`src/rtl/eerd_pkg.sv`:
```
package eerd_pkg;
  localparam int DATA_W    = 16;
  localparam int READ_BITS = DATA_W + 1;   // dummy zero plus data
  localparam int BC_W      = 5;
  localparam logic [2:0] CMD_READ = 3'b110; // start bit, opcode 10

  typedef enum logic [2:0] {
    ST_IDLE,
    ST_SEL,
    ST_CMD,
    ST_ADDR,
    ST_READ,
    ST_CLOSE
  } eerd_state_e;
endpackage

```
`src/rtl/eerd_phase_timer.sv`:
```
module eerd_phase_timer #(
  parameter int T_HIGH  = 75,
  parameter int T_LOW   = 25,
  parameter bit USE_RDY = 1'b1,
  parameter int RDY_TMO = 100
) (
  input  logic clk_i,
  input  logic rst_ni,
  input  logic kick_i,
  input  logic hi_i,
  input  logic rdy_i,
  output logic done_o
);
  localparam int T_MAX = (T_HIGH > T_LOW) ? T_HIGH : T_LOW;
  localparam int TW    = $clog2(T_MAX + 1) + 1;
  localparam int WW    = $clog2(RDY_TMO + 1);

  logic          active_q, hi_q;
  logic [TW-1:0] cnt_q;
  logic [TW-1:0] lim;
  logic          min_ok, wait_ok;

  assign lim    = hi_q ? TW'(T_HIGH) : TW'(T_LOW);
  assign min_ok = cnt_q >= lim;
  assign done_o = active_q && min_ok && wait_ok;

  always_ff @(posedge clk_i or negedge rst_ni) begin
    if (!rst_ni) begin
      active_q <= 1'b0;
      hi_q     <= 1'b0;
      cnt_q    <= '0;
    end else if (kick_i) begin
      active_q <= 1'b1;
      hi_q     <= hi_i;
      cnt_q    <= TW'(1);
    end else begin
      if (done_o) active_q <= 1'b0;
      if (active_q && !min_ok) cnt_q <= cnt_q + TW'(1);
    end
  end

  generate
    if (USE_RDY) begin : g_rdy
      logic [WW-1:0] wait_q;
      assign wait_ok = rdy_i || (wait_q == WW'(RDY_TMO));
      always_ff @(posedge clk_i or negedge rst_ni) begin
        if (!rst_ni)                                wait_q <= '0;
        else if (kick_i)                            wait_q <= '0;
        else if (active_q && min_ok && !wait_ok)    wait_q <= wait_q + WW'(1);
      end
    end else begin : g_fixed
      assign wait_ok = 1'b1;
    end
  endgenerate
endmodule

```
`src/rtl/eerd_rx_capture.sv`:
```
module eerd_rx_capture #(
  parameter int DATA_W = 16
) (
  input  logic              clk_i,
  input  logic              rst_ni,
  input  logic              shift_i,
  input  logic              last_i,
  input  logic              di_i,
  output logic [DATA_W-1:0] word_o,
  output logic              valid_o
);
  logic [DATA_W-1:0] sh_q;
  logic              valid_q;

  // dummy leading zero falls off the top after the final shift
  always_ff @(posedge clk_i or negedge rst_ni) begin
    if (!rst_ni) begin
      sh_q    <= '0;
      valid_q <= 1'b0;
    end else begin
      valid_q <= shift_i && last_i;
      if (shift_i) sh_q <= {sh_q[DATA_W-2:0], di_i};
    end
  end

  assign word_o  = sh_q;
  assign valid_o = valid_q;
endmodule

```
`src/rtl/eeprom_burst_reader.sv`:
```
module eeprom_burst_reader
  import eerd_pkg::*;
#(
  parameter int ADDR_W  = 6,
  parameter int T_HIGH  = 75,
  parameter int T_LOW   = 25,
  parameter bit USE_RDY = 1'b1,
  parameter int RDY_TMO = 100
) (
  input  logic              clk_i,
  input  logic              rst_ni,
  input  logic              start_i,
  input  logic [ADDR_W-1:0] start_addr_i,
  input  logic [ADDR_W:0]   count_i,
  input  logic              rdy_i,
  input  logic              di_i,
  output logic              sk_o,
  output logic              cs_o,
  output logic              do_o,
  output logic [DATA_W-1:0] word_o,
  output logic [ADDR_W-1:0] addr_o,
  output logic              valid_o,
  output logic              busy_o,
  output logic              done_o
);
  localparam int CNT_W = ADDR_W + 1;
  localparam int TX_W  = 3 + ADDR_W;

  eerd_state_e       state_q;
  logic              hi_q;
  logic [BC_W-1:0]   bitc_q;
  logic [ADDR_W-1:0] addr_q;
  logic [CNT_W-1:0]  left_q;
  logic [TX_W-1:0]   tx_q;
  logic              done_q;

  logic idle, accept, accept_go, tmr_done, last_edge, kick, hi_next;
  logic rx_shift, rx_last;

  assign idle      = (state_q == ST_IDLE);
  assign accept    = start_i && idle;
  assign accept_go = accept && (count_i != '0);
  assign last_edge = hi_q && (state_q == ST_CLOSE) && (left_q == CNT_W'(1));
  assign kick      = accept_go || (tmr_done && !last_edge);
  assign hi_next   = accept ? 1'b0 : !hi_q;
  assign rx_shift  = tmr_done && !hi_q && (state_q == ST_READ);
  assign rx_last   = (bitc_q == BC_W'(READ_BITS - 1));

  eerd_phase_timer #(
    .T_HIGH (T_HIGH),
    .T_LOW  (T_LOW),
    .USE_RDY(USE_RDY),
    .RDY_TMO(RDY_TMO)
  ) u_timer (
    .clk_i (clk_i),
    .rst_ni(rst_ni),
    .kick_i(kick),
    .hi_i  (hi_next),
    .rdy_i (rdy_i),
    .done_o(tmr_done)
  );

  eerd_rx_capture #(.DATA_W(DATA_W)) u_rx (
    .clk_i  (clk_i),
    .rst_ni (rst_ni),
    .shift_i(rx_shift),
    .last_i (rx_last),
    .di_i   (di_i),
    .word_o (word_o),
    .valid_o(valid_o)
  );

  always_ff @(posedge clk_i or negedge rst_ni) begin
    if (!rst_ni) begin
      state_q <= ST_IDLE;
      hi_q    <= 1'b0;
      bitc_q  <= '0;
      addr_q  <= '0;
      left_q  <= '0;
      tx_q    <= '0;
      done_q  <= 1'b0;
    end else begin
      done_q <= 1'b0;
      if (accept) begin
        if (count_i == '0) begin
          done_q <= 1'b1;
        end else begin
          state_q <= ST_SEL;
          hi_q    <= 1'b0;
          bitc_q  <= '0;
          addr_q  <= start_addr_i;
          left_q  <= count_i;
        end
      end else if (tmr_done) begin
        if (!hi_q) begin
          hi_q <= 1'b1;
        end else begin
          hi_q   <= 1'b0;
          bitc_q <= bitc_q + BC_W'(1);
          unique case (state_q)
            ST_SEL: begin
              state_q <= ST_CMD;
              bitc_q  <= '0;
              tx_q    <= {CMD_READ, addr_q};
            end
            ST_CMD: begin
              tx_q <= tx_q << 1;
              if (bitc_q == BC_W'(2)) begin
                state_q <= ST_ADDR;
                bitc_q  <= '0;
              end
            end
            ST_ADDR: begin
              tx_q <= tx_q << 1;
              if (bitc_q == BC_W'(ADDR_W - 1)) begin
                state_q <= ST_READ;
                bitc_q  <= '0;
              end
            end
            ST_READ: begin
              if (rx_last) begin
                state_q <= ST_CLOSE;
                bitc_q  <= '0;
              end
            end
            ST_CLOSE: begin
              bitc_q <= '0;
              if (left_q == CNT_W'(1)) begin
                state_q <= ST_IDLE;
                done_q  <= 1'b1;
              end else begin
                state_q <= ST_SEL;
                addr_q  <= addr_q + ADDR_W'(1);
                left_q  <= left_q - CNT_W'(1);
              end
            end
            default: state_q <= ST_IDLE;
          endcase
        end
      end
    end
  end

  assign sk_o   = hi_q && !idle;
  assign cs_o   = (state_q == ST_SEL) || (state_q == ST_CMD) ||
                  (state_q == ST_ADDR) || (state_q == ST_READ);
  assign do_o   = ((state_q == ST_CMD) || (state_q == ST_ADDR)) && tx_q[TX_W-1];
  assign addr_o = addr_q;
  assign busy_o = !idle;
  assign done_o = done_q;
endmodule

```
`config.mk`:
```
export PLATFORM = sky130hd
export DESIGN_NAME = eeprom_burst_reader
export DESIGN_NICKNAME = d
export VERILOG_FILES = /design/src/rtl/eerd_pkg.sv /design/src/rtl/eerd_phase_timer.sv /design/src/rtl/eerd_rx_capture.sv /design/src/rtl/eeprom_burst_reader.sv
export SDC_FILE = /design/constraint.sdc
export NUM_CORES = 1
export LEC_CHECK = 0
export ABC_AREA = 1
export BUFFER_PORTS_ARGS = -buffer_cell sky130_fd_sc_hd__buf_2
export CAP_MARGIN = 20
export CORE_MARGIN = 5
export CORE_UTILIZATION = 37
export CTS_BUF_LIST = sky130_fd_sc_hd__clkbuf_4 sky130_fd_sc_hd__clkbuf_8 sky130_fd_sc_hd__clkbuf_16
export CTS_CLUSTER_DIAMETER = 200
export DETAILED_ROUTE_END_ITERATION = 16
export GPL_ROUTABILITY_DRIVEN = 0
export PLACE_DENSITY = 0.57
export SYNTH_ARGS = -nofsm -noshare
export SYNTH_HDL_FRONTEND = slang
export SYNTH_SLANG_ARGS = --single-unit
```
`constraint.sdc`:
```
create_clock -name clk_i -period 1.6 [get_ports clk_i]
set_input_delay 0.16 -clock clk_i [delete_from_list [all_inputs] [get_ports clk_i]]
set_output_delay 0.16 -clock clk_i [all_outputs]
set_load 0.03 [all_outputs]
```
## After elaboration in Yosys (flattened, before gate mapping)

Cells that the tools add are included.
W data, S select, Z words.

| operators by class | value |
|---|---|
| add/sub/neg operators | 5 |
| multiply operators | 0 |
| divide/modulo/power cells | 0 |
| order comparisons | 1 |
| equal/unequal tests | 15 |
| shift operators | 0 |
| muxes and demuxes | 48 |
| bitwise logic cells | 1 |
| reductions and logical operators | 42 |

Operators with widths:

| operator | number |
|---|---|
| $mux W7 | 9 |
| $mux W6 | 6 |
| $mux W5 | 7 |
| $mux W3 | 7 |
| $pmux W5 S4 | 1 |
| $pmux W9 S2 | 1 |
| $mux W8 | 2 |
| $pmux W3 S5 | 1 |
| $logic_and A1 B1 Y1 | 14 |
| $mux W1 | 14 |
| $reduce_bool A2 Y1 | 7 |
| $add A8 B1 Y8 const B | 1 |
| $ge A8 B8 Y1 | 1 |
| $add A7 B1 Y7 const B | 1 |
| $eq A7 B1 Y1 const B | 1 |
| $eq A7 B7 Y1 const B | 1 |
| $logic_not A7 Y1 | 1 |
| $reduce_bool A7 Y1 | 1 |
| $sub A7 B1 Y7 const B | 1 |
| $add A6 B1 Y6 const B | 1 |
| $eq A3 B2 Y1 const B | 2 |
| $eq A3 B3 Y1 const B | 2 |
| $logic_or A1 B1 Y1 | 6 |
| $ne A3 B3 Y1 const B | 2 |
| other kinds (16) | 22 |

| word-level totals | value |
|---|---|
| flip-flop bits (word level) | 66 |
| latch bits | 0 |
| memory bits (writable) | 0 |
| bits in read-only memories | 0 |
| output and inout bits | 28 |
| word-level logic and storage cells | 125 |
| memories kept | 0 |

## Longest topological paths before layout

| depth | value |
|---|---|
| word-level depth | 7 |
| gate-level depth with buffers | 13 |

## Cells and area by module

Synthesis repeated with hierarchy kept, for this count alone.

| second synthesis, totals | value |
|---|---|
| cells, all modules | 541 |
| area total of the unflattened synthesis | 4028.9 µm² |

Modules (own cells, without submodules):

| module | instances | cells each | area each (µm²) |
|---|---|---|---|
| eeprom_burst_reader | 1 | 317 | 2174.6 |
| eerd_phase_timer | 1 | 153 | 1164.9 |
| eerd_rx_capture | 1 | 71 | 689.4 |

## Worst setup path after synthesis

No wires, ideal clock.

| timing path | value |
|---|---|
| kind | reg-to-reg |
| from | register u_timer.cnt_q[6] |
| to | register addr_q[2] (netlist: addr_o[2]) |
| library setup time | 0.119 ns |
| arrival time | 1.642 ns |
| slack | -0.161 ns |
| stages on the path, launching flop included | 12 |
| path through | dfrtp_1 > ha_1 > nand2_1 > nor2_1 > nand3_1 > nand2_4 > nand3_4 > nand2_2 > nand4_2 > buf_4 > nand2_1 > nand2_1 |

| on the way | value |
|---|---|
| longest elaborated chain between the ends | 5 |

RTL lines:

| element | line | text |
|---|---|---|
| start, declared | eerd_phase_timer.sv:19 | `logic [TW-1:0] cnt_q;` |
| start signal, assigned | eerd_phase_timer.sv:38 | `if (active_q && !min_ok) cnt_q <= cnt_q + TW'(1);` |
| $ge A8 B8 Y1 | eerd_phase_timer.sv:24 | `assign min_ok = cnt_q >= lim;` |
| $logic_and A1 B1 Y1 (2 in series) | eerd_phase_timer.sv:25 | `assign done_o = active_q && min_ok && wait_ok;` |
| $reduce_bool A2 Y1 (no source line) | n/a |  |
| $reduce_and A5 Y1 (no source line) | n/a |  |
| end signal, assigned | eeprom_burst_reader.sv:91 | `addr_q <= start_addr_i;` |
| end signal, assigned | eeprom_burst_reader.sv:133 | `addr_q <= addr_q + ADDR_W'(1);` |
| end, declared | eeprom_burst_reader.sv:32 | `logic [ADDR_W-1:0] addr_q;` |

Every way passes these cells.
A chain may end at the register's enable or synchronous reset.

## Worst setup path in the final report

| timing path | value |
|---|---|
| from | register u_timer.hi_q |
| to | register u_timer.cnt_q[4] |

| on the way | value |
|---|---|
| longest elaborated chain between the ends | 7 |

RTL lines:

| element | line | text |
|---|---|---|
| start, declared | eerd_phase_timer.sv:18 | `logic active_q, hi_q;` |
| start signal, assigned | eerd_phase_timer.sv:34 | `hi_q <= hi_i;` |
| $mux W7 * | eerd_phase_timer.sv:23 | `assign lim = hi_q ? TW'(T_HIGH) : TW'(T_LOW);` |
| $ge A8 B8 Y1 * | eerd_phase_timer.sv:24 |  |
| $logic_and A1 B1 Y1 (2 in series) | eerd_phase_timer.sv:25 |  |
| $logic_and A1 B1 Y1 | eeprom_burst_reader.sv:44 | `assign kick = accept_go \|\| (tmr_done && !last_edge);` |
| $logic_or A1 B1 Y1 | eeprom_burst_reader.sv:44 |  |
| $mux W8 or $reduce_bool A2 Y1 (tied branches) | n/a |  |

Mark *: on every way between the ends. The rest lies on a longest branch, timed or not.

==> flow_summary.json <==
{
  "status": "finished with violations",
  "violations": "setup timing",
  "min_period_over_period_pct": 115,
  "utilization_pct": 52.8,
  "drt_iter0_drc": 195,
  "synth_edf_count": 0,
  "dpl_cell_area_um2": 4690,
  "synth_top_family_by_area": "simple AND/OR/NAND/NOR gates",
  "core_um2": 10200,
  "cp.arrival_ns": 2.07,
  "muxShareOfSynthArea_pct": 0,
  "synth_top_cell_by_area": "dfrtp_1",
  "rr_endpoint": "u_timer.cnt_q[4]$_DFFE_PN0P_",
  "synth_warnings": 0,
  "die_w_um": 112,
  "fp-row-count": 37,
  "required_ns": 1.83,
  "grt_max_degree": 34,
  "die_h_um": 112,
  "syn_area_um2": 3840,
  "initial_utilization_pct": 37.6,
  "rsz0062_at_grt": "yes",
  "grt_first_pass_wirelength_um": 17600,
  "synth_seq_cells": 66,
  "via_per_inst": 4.96,
  "finalHoldViolations": 0,
  "cp_top_family": "simple AND/OR/NAND/NOR gates",
  "maxCapViolCount": 0,
  "hold_ws_ns": 0.0771,
  "dp_hpwl_um": 6940,
  "clk_pin_slew_ns": 0.07,
  "seq_area_frac_synth_pct": 43.0,
  "p_leak_nw": 2.78,
  "critical_path_class": "flip-flop to flip-flop",
  "synth-compound-area-share_pct": 9.15,
  "io_pins": 46,
  "syn_area_per_cell_um2": 7.60,
  "cp_num_buf_inv": 2,
  "cts_inserted_buffers": 9,
  "fin_nets": 659,
  "r2r_cells": 13,
  "yosys.area_share.simple_pct": 32.8,
  "critical-path-slowest-cell": "dfrtp_1",
  "yosysTopAreaCellShare_pct": 43.0,
  "wl_um": 10200,
  "ant_nets": 0,
  "vias": 3801,
  "firstDrtPassIters": 4,
  "cts.path.max_buffers": 2,
  "grt_overflow_total": 0,
  "r2r_start": "u_timer.hi_q$_DFFE_PN0P_",
  "dpl_worst_slack_ns": -0.295,
  "cts_tree": "done",
  "whs_endpoint": "u_rx.word_o[0]$_DFFE_PN0P_",
  "max_slew.worst_pin.slew_ns": 0.456,
  "area_growth_pct": 40.7,
  "clock_latency_ns": 0.34,
  "min-delay-start": "di_i",
  "async_flop_share_pct": 100,
  "yosys.cell_types.count": 35,
  "max_freq_mhz": 545,
  "h-tree-depth": 3,
  "final-max-slew-violation-count": 0,
  "clock-sinks": 66,
  "cts_root_buf": "clkbuf_8",
  "track_usage_pct": 16.9,
  "min_period_ns": 1.83,
  "power.density_nw_per_um2": 1480,
  "port_buffers": 45,
  "wl_per_cell_um": 13.3,
  "diodes": 0,
  "synth_nets": 539,
  "ir_drop_mv": 0.582,
  "synthAdderAreaFrac_pct": 4.88,
  "drive_above_1_share_pct": 33.0,
  "critPathLaunchType": "flip-flop",
  "path_cells": "inv_2, ha_4, nand2_4, nor2_2, nor2_2, nand2_4, buf_6, nor2_4, nand3_2, nor2_4, nand2_1, nand2_1, nor2_1",
  "drc_errors": 0,
  "min_path_cells": 3,
  "grt_pass1_vias": 3775,
  "finalSetupViolCount": 65,
  "synth_most_common_cell": "nand2_1",
  "critical_path_depth": 13,
  "reg2reg_setup_slack_ns": -0.23,
  "finalWorstSetupSlack_ns": -0.233,
  "worstPathMaxFanout": 4,
  "synth_commonest_cells": "134 x nand2_1, 66 x dfrtp_1, 55 x nor2_1",
  "synth_flop_cell": "dfrtp_1",
  "antenna_found_initial": 0,
  "fin_worst_skew_ns": 0.00829,
  "die_area_um2": 12500,
  "fill_cells": 966,
  "final_area_um2": 5410,
  "slowest_delay_ns": 0.39,
  "slew_headroom_pct": 69.6,
  "synthTopCellsByArea": "dfrtp_1 43%, nand2_1 13%, nand4_1 5.4%",
  "syn_inst": 506,
  "hold_class": "primary input to flip-flop",
  "synth-xor-area-share_pct": 2.28,
  "crit_path_end_kind": "flip-flop"
}
## where the power goes
group	leakage, nW	total [mW]	switching [mW]	internal, mW
clock	0.120	1.74	0.668	1.07
sequential	0.841	2.29	0.322	1.96
combinational	1.82	3.98	2.38	1.61
total	2.78	8.01	3.37	4.64
## worst max-delay path by stage
| stage | startpoint | end | slack, ns |
|---|---|---|---|
| floorplan | u_timer.cnt_q[6]$_DFFE_PN0P_ | addr_o[2]$_DFFE_PN0P_ | -0.15 |
| global placement | u_timer.hi_q$_DFFE_PN0P_ | tx_q[5]$_DFFE_PN0P_ | -0.25 |
| detailed placement | u_timer.hi_q$_DFFE_PN0P_ | tx_q[7]$_DFFE_PN0P_ | -0.29 |
| CTS | u_timer.hi_q$_DFFE_PN0P_ | u_timer.cnt_q[4]$_DFFE_PN0P_ | -0.23 |
| global route | u_timer.hi_q$_DFFE_PN0P_ | left_q[1]$_DFFE_PN0P_ | -0.37 |
| finish | u_timer.hi_q$_DFFE_PN0P_ | u_timer.cnt_q[4]$_DFFE_PN0P_ | -0.23 |
## metal layers
layer / up-vias / share of wire [%] / GRT usage, %
li1: 1904 / - / -
met1: 1792 / 44 / 22.2
met2: 97 / 49 / 27.7
met3: 8 / 5.8 / 4.35
met4: 0 / 1.0 / 4.70
met5: - / 0 / 0
## state kept, by name, summed over array words and instances, names as in the netlist
signal	flops
tx_q	9
addr_o	6
left_q	7
bitc_q	5
state_q	3
u_rx.valid_o	1
done_o	1
u_timer.cnt_q	8
u_timer.active_q	1
u_timer.g_rdy.wait_q	7
u_timer.hi_q	1
hi_q	1
u_rx.word_o	16
## what timing repair did
| item | 4_1_cts | 5_1_grt |
|---|---|---|
| hold buffers | 1 | 0 |
| endpoints found under the hold margin | 15 | 0 |
| setup buffers | 11 | 9 |
| resized for setup | 50 | 31 |
| endpoints found under the setup margin | 68 | 69 |
| pin swaps | 11 | 15 |
| cloned | 2 | 0 |
## tightest hold or removal path, delay by kind of cell
family	cells	cell delay (ns)
AO/OA/AOI/OAI	1	0.10
buffers and inverters	1	0.08
AND/OR/NAND/NOR	1	0.03
## cell usage in the layout, fill, tap and decap left out, types with 9 or more instances in the layout
cell type | netlist | final
a21oi_1 | 20 | 15
buf_2 | 7 | 43
buf_4 | 3 | 57
buf_6 | 0 | 15
clkbuf_8 | 0 | 9
dfrtp_1 | 66 | 64
ha_1 | 15 | 13
inv_1 | 54 | 48
nand2_1 | 134 | 116
nand2_2 | 2 | 15
nand3_1 | 30 | 25
nand4_1 | 33 | 33
nor2_1 | 55 | 51
o21ai_0 | 17 | 15
o21ai_1 | 18 | 19
## final cells by class
cell class	instances	area, µm²	area share, %
tap	136	170	3.15
inverter	61	249	4.61
clock buffer	11	139	2.57
timing repair buffer	121	922	17.1
clock inverter	5	103	1.90
multi-input combinational	367	2170	40.1
sequential	66	1650	30.6
## kinds of logic (layout without fill, tap and decap cells)
logic type	count (synthesis)	count (layout)
AND/OR/NAND/NOR	275	277
flip-flops	66	66
adder cells (fa/ha/maj)	15	15
buffers and inverters	75	198
XOR/XNOR	10	10
AO/OA/AOI/OAI	65	65
## stage by stage
step / setup TNS (ns) / power (mW) / cells
after floorplan: -6.48 / 4.45 / 506
after global placement: -12.77 / 5.62 / 729
after detailed placement: -13.92 / 5.67 / 729
after CTS: -10.38 / 7.87 / 759
after global routing: -19.73 / 8.63 / 767
final: -10.76 / 8.01 / 767
Note: power is estimated with default switching activity, not from simulation.
